### src/rtl/lsu_byte_splitter.sv
module lsu_byte_splitter #(
  parameter int ADDR_W     = 48,
  parameter int LINE_BYTES = 16,
  parameter int MAX_LEN    = 8,
  localparam int LEN_W     = $clog2(MAX_LEN + 1),
  localparam int OFF_W     = $clog2(LINE_BYTES),
  localparam int LINE_W    = ADDR_W - OFF_W
) (
  input  logic              clk,
  input  logic              rst_n,
  input  logic              req_vld,
  input  logic [ADDR_W-1:0] req_addr,
  input  logic [LEN_W-1:0]  req_len,
  output logic              err_o,
  output logic              ln0_vld,
  output logic [LINE_W-1:0] ln0_line,
  output logic [LINE_BYTES-1:0] ln0_bmask,
  output logic              ln0_tail,
  output logic              ln1_vld,
  output logic [LINE_W-1:0] ln1_line,
  output logic [LINE_BYTES-1:0] ln1_bmask,
  output logic              ln1_tail
);
  localparam int SPAN_W = LINE_BYTES + MAX_LEN;

  logic                  len_ok;
  logic [SPAN_W-1:0]     span;
  logic [MAX_LEN-1:0]    spill_bits;
  logic                  spill;
  logic [LINE_W-1:0]     head_line;
  logic [LINE_W-1:0]     next_line;
  logic                  head_lane;

  assign len_ok = (req_len != '0) && ((req_len & (req_len - LEN_W'(1))) == '0)
                  && (int'(req_len) <= MAX_LEN);
  assign span = ((SPAN_W'(1) << req_len) - SPAN_W'(1)) << req_addr[OFF_W-1:0];
  assign spill_bits = span[SPAN_W-1:LINE_BYTES];
  assign spill = |spill_bits;
  assign head_line = req_addr[ADDR_W-1:OFF_W];
  assign next_line = head_line + LINE_W'(1);
  assign head_lane = req_addr[OFF_W];

  logic                  q_vld  [2];
  logic [LINE_W-1:0]     q_line [2];
  logic [LINE_BYTES-1:0] q_mask [2];
  logic                  q_tail [2];

  for (genvar k = 0; k < 2; k++) begin : g_lane
    logic                  is_head;
    logic                  d_vld;
    assign is_head = (head_lane == 1'(k));
    assign d_vld   = req_vld && len_ok && (is_head || spill);

    always_ff @(posedge clk) begin
      if (!rst_n || !d_vld) begin
        q_vld[k]  <= 1'b0;
        q_line[k] <= '0;
        q_mask[k] <= '0;
        q_tail[k] <= 1'b0;
      end else begin
        q_vld[k]  <= 1'b1;
        q_line[k] <= is_head ? head_line : next_line;
        q_mask[k] <= is_head ? span[LINE_BYTES-1:0]
                             : {{(LINE_BYTES-MAX_LEN){1'b0}}, spill_bits};
        q_tail[k] <= !is_head;
      end
    end
  end

  always_ff @(posedge clk) begin
    if (!rst_n) err_o <= 1'b0;
    else        err_o <= req_vld && !len_ok;
  end

  assign ln0_vld   = q_vld[0];
  assign ln0_line  = q_line[0];
  assign ln0_bmask = q_mask[0];
  assign ln0_tail  = q_tail[0];
  assign ln1_vld   = q_vld[1];
  assign ln1_line  = q_line[1];
  assign ln1_bmask = q_mask[1];
  assign ln1_tail  = q_tail[1];

  AST_LANE0_EVEN: assert property (@(posedge clk) disable iff (!rst_n) ln0_vld |-> !ln0_line[0]);
  AST_LANE1_ODD: assert property (@(posedge clk) disable iff (!rst_n) ln1_vld |-> ln1_line[0]);
  AST_TAIL1_FOLLOWS: assert property (@(posedge clk) disable iff (!rst_n) (ln1_vld && ln1_tail) |-> (ln0_vld && !ln0_tail && ln1_line == ln0_line + LINE_W'(1)));
  AST_TAIL0_FOLLOWS: assert property (@(posedge clk) disable iff (!rst_n) (ln0_vld && ln0_tail) |-> (ln1_vld && !ln1_tail && ln0_line == ln1_line + LINE_W'(1)));
  AST_TAIL_LOW: assert property (@(posedge clk) disable iff (!rst_n) (ln0_vld && ln0_tail) |-> !ln0_bmask[LINE_BYTES-1]);
  AST_IDLE_QUIET: assert property (@(posedge clk) disable iff (!rst_n) (ln0_vld == 1'b0 && ln1_vld == 1'b0) |-> (ln0_bmask == '0 && ln1_bmask == '0));
  AST_ERR_NO_LANE: assert property (@(posedge clk) disable iff (!rst_n) err_o |-> (!ln0_vld && !ln1_vld));
  AST_NO_REQ_NO_OUT: assert property (@(posedge clk) disable iff (!rst_n) !req_vld |=> (!err_o && !ln0_vld && !ln1_vld));
  AST_BYTE_TOTAL: assert property (@(posedge clk) disable iff (!rst_n) (ln0_vld || ln1_vld) |-> ($countones(ln0_bmask) + $countones(ln1_bmask) == int'($past(req_len))));
endmodule

### config.mk
export PLATFORM = sky130hd
export DESIGN_NAME = lsu_byte_splitter
export DESIGN_NICKNAME = d
export VERILOG_FILES = /design/src/rtl/lsu_byte_splitter.sv
export SDC_FILE = /design/constraint.sdc
export NUM_CORES = 1
export LEC_CHECK = 0
export BUFFER_PORTS_ARGS = -buffer_cell sky130_fd_sc_hd__buf_2
export CAP_MARGIN = 40
export CORE_UTILIZATION = 56
export CTS_CLUSTER_DIAMETER = 200
export CTS_CLUSTER_SIZE = 10
export DETAILED_ROUTE_END_ITERATION = 6
export PLACE_DENSITY_LB_ADDON = 0.2
export SLEW_MARGIN = 25
export SYNTH_ARGS = -nofsm -noshare
export SYNTH_HDL_FRONTEND = slang
export SYNTH_SLANG_ARGS = --single-unit
### constraint.sdc
create_clock -name clk -period 11.2 [get_ports clk]
set_input_delay 3.36 -clock clk [delete_from_list [all_inputs] [get_ports clk]]
set_output_delay 3.36 -clock clk [all_outputs]
set_load 0.01 [all_outputs]
After elaboration in Yosys (flattened, before gate mapping)
Memory sizes are Yosys's and may differ from the RTL's.
Cells that the tools add are included.
{"block": "totals", "ram_bits": 124, "elab_cells": 57, "reg_bits": 1, "memories": 4, "output_inout_bits": 125}
{"block": "classes", "bitwise": 10, "n_addsub": 3, "mux": 18, "shifts": 2, "n_reduce_logical": 18, "order_cmp": 1}
{"memory": "q_line", "words": 2, "width": 44, "rd": 2, "rd_clocked_by_memory_dff": 0, "wr": 2, "line": "44", "rtl": "logic [LINE_W-1:0] q_line [2];"}
{"memory": "q_mask", "words": 2, "width": 16, "rd": 2, "rd_clocked_by_memory_dff": 0, "wr": 2, "line": "45", "rtl": "logic [LINE_BYTES-1:0] q_mask [2];"}
{"memory": "q_tail", "words": 2, "width": 1, "rd": 2, "rd_clocked_by_memory_dff": 0, "wr": 2, "line": "46", "rtl": "logic q_tail [2];"}
{"memory": "q_vld", "words": 2, "width": 1, "rd": 2, "rd_clocked_by_memory_dff": 0, "wr": 2, "line": "43", "rtl": "logic q_vld [2];"}
{"op": "2-to-1 mux 44 bit", "count": 4}
{"op": "2-to-1 mux 16 bit", "count": 4}
{"op": "adder 44 x 1 -> 44 bit (second input constant)", "count": 1}
{"op": "<< shifter 1 x 4 -> 24 bit (first input constant)", "count": 1}
{"op": "<< shifter 24 x 4 -> 24 bit", "count": 1}
{"op": "subtractor 24 x 2 -> 24 bit (second input constant)", "count": 1}
{"op": "2-to-1 mux 1 bit", "count": 10}
{"op": "bitwise OR 1 bit", "count": 8}
{"op": "OR reduction 8 bit", "count": 1}
{"op": "logical AND 1 bit", "count": 6}
{"op": "zero test 1 bit", "count": 5}
{"op": "AND 4 bit", "count": 1}
{"op": "<= comparator 4 bit (second input constant)", "count": 1}
{"op": "zero test 4 bit", "count": 1}
{"op": "logical OR 1 bit", "count": 4}
{"op": "nonzero test 4 bit", "count": 1}
{"op": "subtractor 4 x 1 -> 4 bit (second input constant)", "count": 1}
{"op": "NOT 1 bit", "count": 1}

Depth between registers and ports, before layout
Gate-level depths: netlist of run 1.
{"block": "depth", "depth_word": 12, "depth_mapped": 18, "depth_no_buf": 12}

Least setup slack after synthesis of run 1
No wires, ideal clock.
{"block": "synth_timing", "path_kind": "in2reg", "from": "input port req_len[3]", "to": "memory q_line[0][11] (netlist name)", "path_slack_ns": 4.321, "t_required_ns": 11.085, "setup_ns": 0.115, "path_stages": 17, "arrival_ns": 6.764, "path_cell_list": "buf_2 > buf_2 > or2_2 > nor2_1 > inv_1 > ha_1 > buf_6 > and2_4 > o311a_4 > o31ai_4 > o221ai_1 > a211o_1 > or3_4 > buf_6 > o31ai_4 > buf_6 > nor2_2"}
{"element": "from (decl)", "line": "13", "rtl": "input logic [LEN_W-1:0] req_len,"}
{"element": "to (decl)", "line": "44"}

==> impl_metrics.yaml, run 1 <==
status:
  status: "complete, no violations"
sta:
  hold_viol: 0
  max_freq_ghz: 0.138
  whs_ns: 3.08
  rsz0062_at_grt: "false"
  drv_slew: 0
  period_minus_slack_ns: 7.27
  fin_tns_setup_ns: 0
  fin_crit_sh_pct: 64.9
  slew_headroom_pct: 46.1
  worst_slew_pin_slew_ns: 0.788
  final-setup-viol-count: 0
routing:
  drc: 0
  totalWireLength_um: 18800
  viasPerCell: 5.93
  via_count: 6293
  drtIter0Drc: 453
  drtAntennaViolNets: 0
  dr.pass1.iters: 5
  wl_per_cell_um: 17.7
setup_path:
  crit_chain: "buf_2 > or2_1 > nor2_1 > inv_1 > ha_1 > buf_6 > nor2b_1 > o32a_1 > nand2_1 > o22a_1 > a21bo_2 > a211o_1 > o31ai_4 > buf_6 > buf_4 > nor2_1"
  critPathLaunchType: "input pin"
  crit_buf_inv: 5
  end_kind: "flop"
  slowest_stage: "o31ai_4"
  crit_path_max_fanout: 26
  critical-path-max-stage-delay_ns: 0.58
  worstPathArrival_ns: 7.68
  crit_family: "compound AO/OA/AOI/OAI gates"
  path_class: "input pin to flop"
  cp.required_ns: 11.61
power:
  p_leak_nw: 3.42
  swShare_pct: 28.0
  peakVddDrop_mv: 0.134
  pwr-share-clk_pct: 45.6
  intPower_mw: 0.802
  p_seq_share_pct: 41.1
  switchingPower_mw: 0.312
  combPwrFrac_pct: 13.2
  cellPowerDensity_nw_per_um2: 146
die:
  io_pins: 180
  die_h_um: 107
  start_util_pct: 58.8
  fp.dieW_um: 107
  fp-row-count: 37
  core_um2: 10500
  die-area_um2: 11500
synth:
  synthTopCellsByCount: "129 x nor2_1, 125 x dfxtp_1, 61 x nand2_1"
  synth.most_common_cell: "nor2_1"
  synth_seq_area_share_pct: 40.5
  syn_inst: 761
  yosys_warnings: 0
  synth_cell_types: 70
  synth_area_leaders: "dfxtp_1 40%, nor2_1 7.8%, xnor2_1 5.0%"
  syn_avg_cell_area_um2: 8.12
  synth_top_flop_cell: "dfxtp_1"
  ys_ff_latch: 125
  synth_edf_count: 0
  async_reset_ff_share_pct: 0
  yosysTopAreaCell: "dfxtp_1"
  syn-cell-area_um2: 6180
  synth_top_cell_area_share_pct: 40.5
  syn-num-nets: 819
global_route:
  grt_pass1_vias: 5727
  grt-busiest-layer: "met2"
  grt_util_met2_pct: 58.1
  antenna_found_initial: 0
  grt_util_all_layers_pct: 32.5
  grt_first_pass_wirelength_um: 28900
  use_met1_pct: 37.4
  overflow: 0
  grt_max_degree: 42
  use_met3_pct: 6.81
cts:
  cts_tree: "built"
  cts_resized: 0
  cts_buffers: 17
  clock_path_buffers: 2
  htree_levels: 4
  path_clk_slew_ns: 0.06
  ctsHoldBuffers: 0
  root_buffer: "clkbuf_8"
  cts_sinks: 125
  post_cts_buffers: 0
worst_hold_path:
  holdPathStages: 3
  hold_end: "q_line[1][43]$_SDFF_PP0_"
  min_from: "req_addr[47]"
  hold_path_class: "input pin to flop"
placement:
  place_congestion: 0.889
  dpl.cell_count: 1026
  port_buffers: 179
  dpl.hpwl_um: 13100
final_layout:
  fillers: 764
  nets: 970
  drive_above_1_share_pct: 27.2
  diodes: 0
  fin_cells: 1061
  area_delta_synth_final_pct: 23.0
run:
  drv_cap: 0
-- placed cells by master, fill, tap and decap left out, types with 5 or more instances in the layout --
| cell | n |
|---|---|
| nand2b_1 | 8 |
| nand2_1 | 61 |
| and3_1 | 17 |
| o21ai_0 | 30 |
| o311ai_1 | 5 |
| nand4_1 | 18 |
| dfxtp_1 | 125 |
| xor2_1 | 12 |
| mux2_2 | 6 |
| a21oi_1 | 23 |
| a211oi_1 | 12 |
| o22ai_1 | 7 |
| o32ai_1 | 5 |
| nor3_1 | 23 |
| o211ai_1 | 14 |
| inv_1 | 34 |
| buf_2 | 180 |
| nor2_2 | 10 |
| clkbuf_16 | 16 |
| xnor2_1 | 35 |
| nor2_1 | 129 |
| nand3_1 | 30 |
| nor3b_1 | 6 |
| clkinvlp_4 | 8 |
| mux2i_1 | 10 |
| and2_1 | 13 |
-- routing by layer --
layer	routed length, um	vias to the layer above
li1	-	2939
met1	7290	2958
met2	9570	337
met3	1380	59
met4	587	0
met5	0	-
-- area by class of cell --
class / instances / area [um2] / area share, %
clock buffers: 17 / 414 / 5.44
clock inverters: 15 / 141 / 1.86
inverters: 35 / 131 / 1.73
multi-input cells: 547 / 3290 / 43.2
flip-flops and latches: 125 / 2500 / 32.9
well taps: 136 / 170 / 2.24
repair buffers: 186 / 961 / 12.6
-- worst max-delay path by stage --
| stage | cells past startpoint | end | slack, ns | from |
|---|---|---|---|---|
| 6_report | 16 | q_line[0][33]$_SDFF_PP0_ | 3.93 | req_len[1] |
| 5_1_grt | 16 | q_line[0][32]$_SDFF_PP0_ | 3.66 | req_len[2] |
| 4_1_cts | 15 | q_line[0][35]$_SDFF_PP0_ | 3.84 | req_len[1] |
| 3_5_place_dp | 15 | q_line[0][28]$_SDFF_PP0_ | 3.31 | req_len[1] |
| 3_3_place_gp | 14 | q_line[0][39]$_SDFF_PP0_ | 3.23 | req_len[1] |
| 2_1_floorplan | 17 | q_line[0][11]$_SDFF_PP0_ | 4.32 | req_len[3] |
-- registers in the layout (all words and copies together) (netlist names) --
signal	count
q_tail	2
q_vld	2
q_line	88
err_o	1
q_mask	32
-- power groups by stage --
stage / combinational, mW / sequential, mW / clock, mW
after floorplan: 0.0913 / 0.473 / 0
after global placement: 0.141 / 0.468 / 0
after detailed placement: 0.143 / 0.468 / 0
after CTS: 0.145 / 0.458 / 0.511
after global routing: 0.159 / 0.459 / 0.531
final: 0.148 / 0.458 / 0.508
-- tightest hold or removal path, delay by kind of cell --
| kind | cells | cell delay [ns] |
|---|---|---|
| buffers and inverters | 2 | 0.17 |
| and+or+nand+nor | 1 | 0.04 |
-- per-stage QoR --
step           util (%)  area (um2)  power (mW)  setup WS (ns)
2_1_floorplan         -        6180       0.564           4.32
3_3_place_gp       66.5        6990       0.608           3.23
3_5_place_dp       66.9        7030       0.611           3.31
4_1_cts            72.2        7580        1.11           3.84
5_1_grt            72.4        7610        1.15           3.66
6_report           72.4        7610        1.11           3.93
-- cells by family after synthesis --
kind of cell             Yosys count  share of synthesized area (%)
buffers and inverters             89                           6.60
flip-flops                       125                           40.5
XOR/XNOR                          47                           6.66
AND/OR/NAND/NOR                  342                           26.9
adder cells (fa/ha/maj)            3                          0.607
other                              1                         0.0607
AO/OA/AOI/OAI                    138                           16.0
multiplexers                      16                           2.71
Power figures use the tool's default switching activity.
==> inputs of run 2 (changes only) <==
CORE_UTILIZATION = 47   (was 56)
clock period = 6.05 ns   (was 11.2 ns; I/O delays follow)
==> run 2 against run 1 <==
Total power up 98%. Global-route usage is 6.8 points lower. Sequential cell count is the same. Combinational power rose by 86%. Die area up 19%. First-iteration DRC count decreased by 3.8%. Via count down 6.7%. Largest cell class unchanged. Clock power up 110%.
==> impl_metrics.yaml, run 2 (same netlist as run 1, synthesis figures left out) <==
worst_hold_path:
  hold_path_class: "input pin to flop"
  holdPathStages: 3
routing:
  dr.pass1.iters: 5
  drc: 0
  drtIter0Drc: 436
  wl_per_cell_um: 15.7
  viasPerCell: 5.29
  totalWireLength_um: 17400
  via_count: 5870
  drtAntennaViolNets: 0
final_layout:
  top_register: "q_line"
  diodes: 0
  largest_registers: "q_line: 88 flops, q_mask: 32 flops"
  mostFrequentLayoutCell: "buf_2"
  drive_above_1_share_pct: 27.9
  largest_register_ffs: 88
  nets: 982
  final_cell_mix: "179 x buf_2, 129 x nor2_1, 125 x dfxtp_1, 61 x nand2_1, 35 x xnor2_1"
  area_delta_synth_final_pct: 26.5
cts:
  clock_path_buffers: 2
  cts_resized: 0
  cts_tree: "built"
  cts_sinks: 125
  path_clk_slew_ns: 0.06
  root_buffer: "clkbuf_16"
  cts_buffers: 17
  htree_levels: 4
  post_cts_buffers: 0
  ctsHoldBuffers: 0
die:
  io_pins: 180
  fp-row-count: 41
  start_util_pct: 48.6
  core_um2: 12700
  fp.dieW_um: 117
  die-area_um2: 13600
  die_h_um: 117
placement:
  port_buffers: 179
  pre_cts_slack_ns: 0.395
  place_congestion: 0.922
  dpl.hpwl_um: 12500
setup_path:
  critical-path-max-stage-delay_ns: 0.68
  path_class: "input pin to flop"
  slowest_stage: "o31ai_4"
  crit_family: "compound AO/OA/AOI/OAI gates"
  crit_buf_inv: 4
  crit_path_max_fanout: 18
  end_kind: "flop"
  cp.required_ns: 6.35
  critPathLaunchType: "input pin"
  worstPathArrival_ns: 5.57
  cp.depth: 15
  crit_chain: "buf_2 > or2_2 > nor2_1 > inv_1 > ha_1 > buf_4 > nor4b_1 > nand2_1 > a31oi_1 > o21ai_0 > a21bo_2 > a211o_1 > o31ai_4 > buf_4 > nor2_1"
sta:
  worst_slack_ns: 0.780
  worst_slew_pin_slew_ns: 0.807
  slew_headroom_pct: 46.2
  period_minus_slack_ns: 5.27
  drv_slew: 0
  max_freq_ghz: 0.190
  hold_viol: 0
  fin_tns_setup_ns: 0
  final-setup-viol-count: 0
  rsz0062_at_grt: "false"
  fin_crit_sh_pct: 87.1
global_route:
  overflow: 0
  grt_util_all_layers_pct: 25.7
  antenna_found_initial: 0
  grt_pass1_vias: 5212
  grt_first_pass_wirelength_um: 26800
  grt_max_degree: 42
power:
  p_seq_share_pct: 38.3
  swShare_pct: 24.6
  combPwrFrac_pct: 12.5
  switchingPower_mw: 0.543
  peakVddDrop_mv: 0.202
  pwr-share-clk_pct: 49.2
  intPower_mw: 1.67
  p_leak_nw: 3.53
  cellPowerDensity_nw_per_um2: 283
run:
  drv_cap: 0
status:
  status: "complete, no violations"
run 2: cell types whose count changed in the layout (fill, tap and decap cells not counted), moves of 2 or more:
cell / change
clkbuf_8: +2
inv_6: -2
clkbuf_1: +3
clkinvlp_4: -7
bufinv_16: +3
buf_6: -2
buf_4: +14
run 2: cell type report:
type | count | area, um2
flip-flops and latches | 125 | 2500
clock inverters | 9 | 159
inverters | 35 | 131
well taps | 172 | 215
multi-input cells | 547 | 3290
fillers | 1153 | 4900
clock buffers | 23 | 478
repair buffers | 198 | 1050
run 2: per-stage QoR:
step	utilization, %	power (mW)	instances	hold WS, ns	instance area (um2)
final	61.5	2.21	1109	1.65	7820
after global routing	61.5	2.29	1109	1.65	7820
after CTS	61.4	2.22	1108	1.63	7820
after detailed placement	56.4	1.14	1076	2.07	7180
after global placement	56.4	1.14	1076	2.07	7180
after floorplan	-	1.04	761	1.91	6180
run 2: power by group through the flow:
stage | clock (mW) | combinational [mW] | sequential, mW
floorplan | 0 | 0.169 | 0.876
global placement | 0 | 0.273 | 0.865
detailed placement | 0 | 0.272 | 0.865
CTS | 1.10 | 0.274 | 0.848
global route | 1.14 | 0.304 | 0.849
finish | 1.09 | 0.275 | 0.848
run 2: metal layers:
metal | global-route usage, % | vias to the layer above | part of all wire, %
met5 | 0 | - | 0
met4 | 10.0 | 0 | 2.0
met3 | 6.23 | 27 | 6.4
met2 | 42.9 | 208 | 48
met1 | 32.0 | 2677 | 44
li1 | - | 2958 | -
run 2: final timing paths:
path	startpoint	end	slack, ns
setup / recovery	req_len[3]	q_line[0][32]$_SDFF_PP0_	0.78
hold / removal	req_addr[15]	q_line[1][11]$_SDFF_PP0_	1.65
run 2: tightest hold or removal path, stage by stage:
cell	delay (ns)
buf_2	0.12
inv_1	0.05
nor2_1	0.03
==> inputs of run 3 (changes only) <==
ABC_AREA = 1   (was default)
==> run 3 against run 2 <==
Area after synthesis down 4.0%. Non-clock buffer count fell by 15. Global-route usage is 0.69 points higher. Setup slack better by 0.92 ns. Routed wire length shrank 3.6%. Cell count rose by 8.8%. Worst hold slack worse by 0.041 ns. Combinational power shrank 4%. Core utilization grew 0.18 points. First-iteration DRC count rose by 4.4%. Count of clock-buffer cells in the layout down 2.
==> impl_metrics.yaml, run 3 <==
routing:
  drtAntennaViolNets: 0
  totalWireLength_um: 16800
  drc: 0
  via_count: 5951
  wl_per_cell_um: 13.9
  viasPerCell: 4.93
  dr.pass1.iters: 7
  drtIter0Drc: 455
setup_path:
  crit_path_max_fanout: 49
  worstPathArrival_ns: 4.62
  cp.required_ns: 6.32
  crit_start: "req_len[1]"
  path_class: "input pin to flop"
  critPathLaunchType: "input pin"
  end_kind: "flop"
synth:
  yosys_warnings: 0
  synth.most_common_cell: "nand2_1"
  async_reset_ff_share_pct: 0
  synth_seq_area_share_pct: 42.2
  synth_top_cell_area_share_pct: 42.2
  syn_avg_cell_area_um2: 6.90
  synth_edf_count: 0
  syn-cell-area_um2: 5930
  syn_inst: 860
  synthTopCellsByCount: "194 x nand2_1, 134 x nor2_1, 125 x dfxtp_1"
  yosysTopAreaCell: "dfxtp_1"
  synth_area_leaders: "dfxtp_1 42%, nand2_1 12%, nand3_1 9.5%"
  ys_ff_latch: 125
  syn-num-nets: 918
  synth_top_flop_cell: "dfxtp_1"
  synth_cell_types: 33
placement:
  port_buffers: 179
  dpl.cell_count: 1175
  place_area_um2: 6900
  dpl.hpwl_um: 12100
  place_congestion: 0.903
  pre_cts_slack_ns: 1.30
global_route:
  use_met1_pct: 36.1
  grt_util_all_layers_pct: 26.4
  antenna_found_initial: 0
  grt_first_pass_wirelength_um: 26600
  grt_util_met2_pct: 38.9
  grt-busiest-layer: "met2"
  use_met3_pct: 8.79
  grt_max_degree: 50
  overflow: 0
  grt_pass1_vias: 5299
final_layout:
  fin_cells: 1207
  largest_register_ffs: 88
  drive_above_1_share_pct: 23.0
  top_register: "q_line"
  diodes: 0
  largest_registers: "q_line: 88 flops, q_mask: 32 flops"
  nets: 1084
  mostFrequentLayoutCell: "nand2_1"
  postLayoutCellArea_um2: 7500
  final_cell_mix: "194 x nand2_1, 179 x buf_2, 132 x nor2_1, 125 x dfxtp_1, 113 x nand3_1"
  area_delta_synth_final_pct: 26.4
die:
  start_util_pct: 48.8
  fp-row-count: 40
  fp.dieW_um: 114
  io_pins: 180
  die-area_um2: 13100
  die_h_um: 114
  core_um2: 12200
sta:
  rsz0062_at_grt: "false"
  drv_slew: 0
  worst_slew_pin_slew_ns: 0.781
  max_freq_ghz: 0.230
  final-setup-viol-count: 0
  fin_tns_setup_ns: 0
  period_minus_slack_ns: 4.35
  fin_crit_sh_pct: 71.9
  slew_headroom_pct: 47.9
  hold_viol: 0
  worst_slack_ns: 1.70
cts:
  cts_resized: 0
  path_clk_slew_ns: 0.05
  cts_tree: "built"
  htree_levels: 4
  clock_path_buffers: 2
  cts_sinks: 125
  post_cts_buffers: 0
  cts_buffers: 17
  ctsHoldBuffers: 0
  root_buffer: "clkbuf_16"
power:
  p_seq_share_pct: 39.8
  peakVddDrop_mv: 0.204
  p_leak_nw: 4.03
  combPwrFrac_pct: 12.4
  switchingPower_mw: 0.543
  intPower_mw: 1.60
  cellPowerDensity_nw_per_um2: 285
  swShare_pct: 25.4
  pwr-share-clk_pct: 47.8
  total_power_mw: 2.14
worst_hold_path:
  min_from: "req_addr[46]"
  hold_path_class: "input pin to flop"
status:
  status: "complete, no violations"
run:
  drv_cap: 0
## run 3: power groups by stage
stage          clock network, mW  logic [mW]  registers (mW)
2_1_floorplan                  0       0.158           0.881
3_3_place_gp                   0       0.261           0.869
3_5_place_dp                   0       0.261           0.869
4_1_cts                     1.03       0.263           0.852
5_1_grt                     1.08       0.298           0.853
6_report                    1.02       0.265           0.852
## run 3: metal layers
layer / vias up / wire [um]
li1: 3038 / -
met1: 2642 / 7950
met2: 245 / 7290
met3: 26 / 1260
met4: 0 / 253
met5: - / 0
## run 3: metrics by stage
step | util (%) | hold WS [ns]
6_report | 61.6 | 1.61
5_1_grt | 61.6 | 1.60
4_1_cts | 61.6 | 1.60
3_5_place_dp | 56.7 | 2.03
3_3_place_gp | 56.7 | 2.03
2_1_floorplan | - | 1.93
## run 3: area by class of cell
type                       count  area (um2)
clock buffer                  21         460
clock inverter                11         141
fill                        1180        4660
inverter                      99         372
multi-input combinational    600        2890
sequential                   125        2500
tap                          168         210
timing repair buffer         183         926
## run 3: final timing paths
path                              endpoint  depth (start not counted)
setup / recovery  q_line[0][43]$_SDFF_PP0_                         18
hold / removal    q_line[1][42]$_SDFF_PP0_                          3
## run 3: critical path, stage by stage
cell and delay (ns):
buf_2 0.16, nor2_2 0.27, inv_1 0.13, nor2_1 0.10
inv_1 0.07, ha_1 0.29, nand2_1 0.15, o21ai_1 0.12
nand3_1 0.13, nand2_1 0.08, nand2_1 0.08, nand3_1 0.10
nand3_1 0.12, nand2_1 0.10, nor2_2 0.15, nand3_1 0.12
nand2_4 0.51, nor2_1 0.12
## run 3: kinds of logic (layout without fill, tap and decap cells)
| logic type | Yosys count | in the layout | share of synthesized area (%) |
|---|---|---|---|
| simple gates | 500 | 500 | 36.3 |
| buf+inv | 135 | 314 | 9.34 |
| flops | 125 | 125 | 42.2 |
| compound gates | 50 | 50 | 4.58 |
| xor+xnor | 42 | 42 | 6.20 |
| mux | 4 | 4 | 0.675 |
| fa+ha+maj | 3 | 3 | 0.633 |
| other cells | 1 | 1 | 0.0632 |
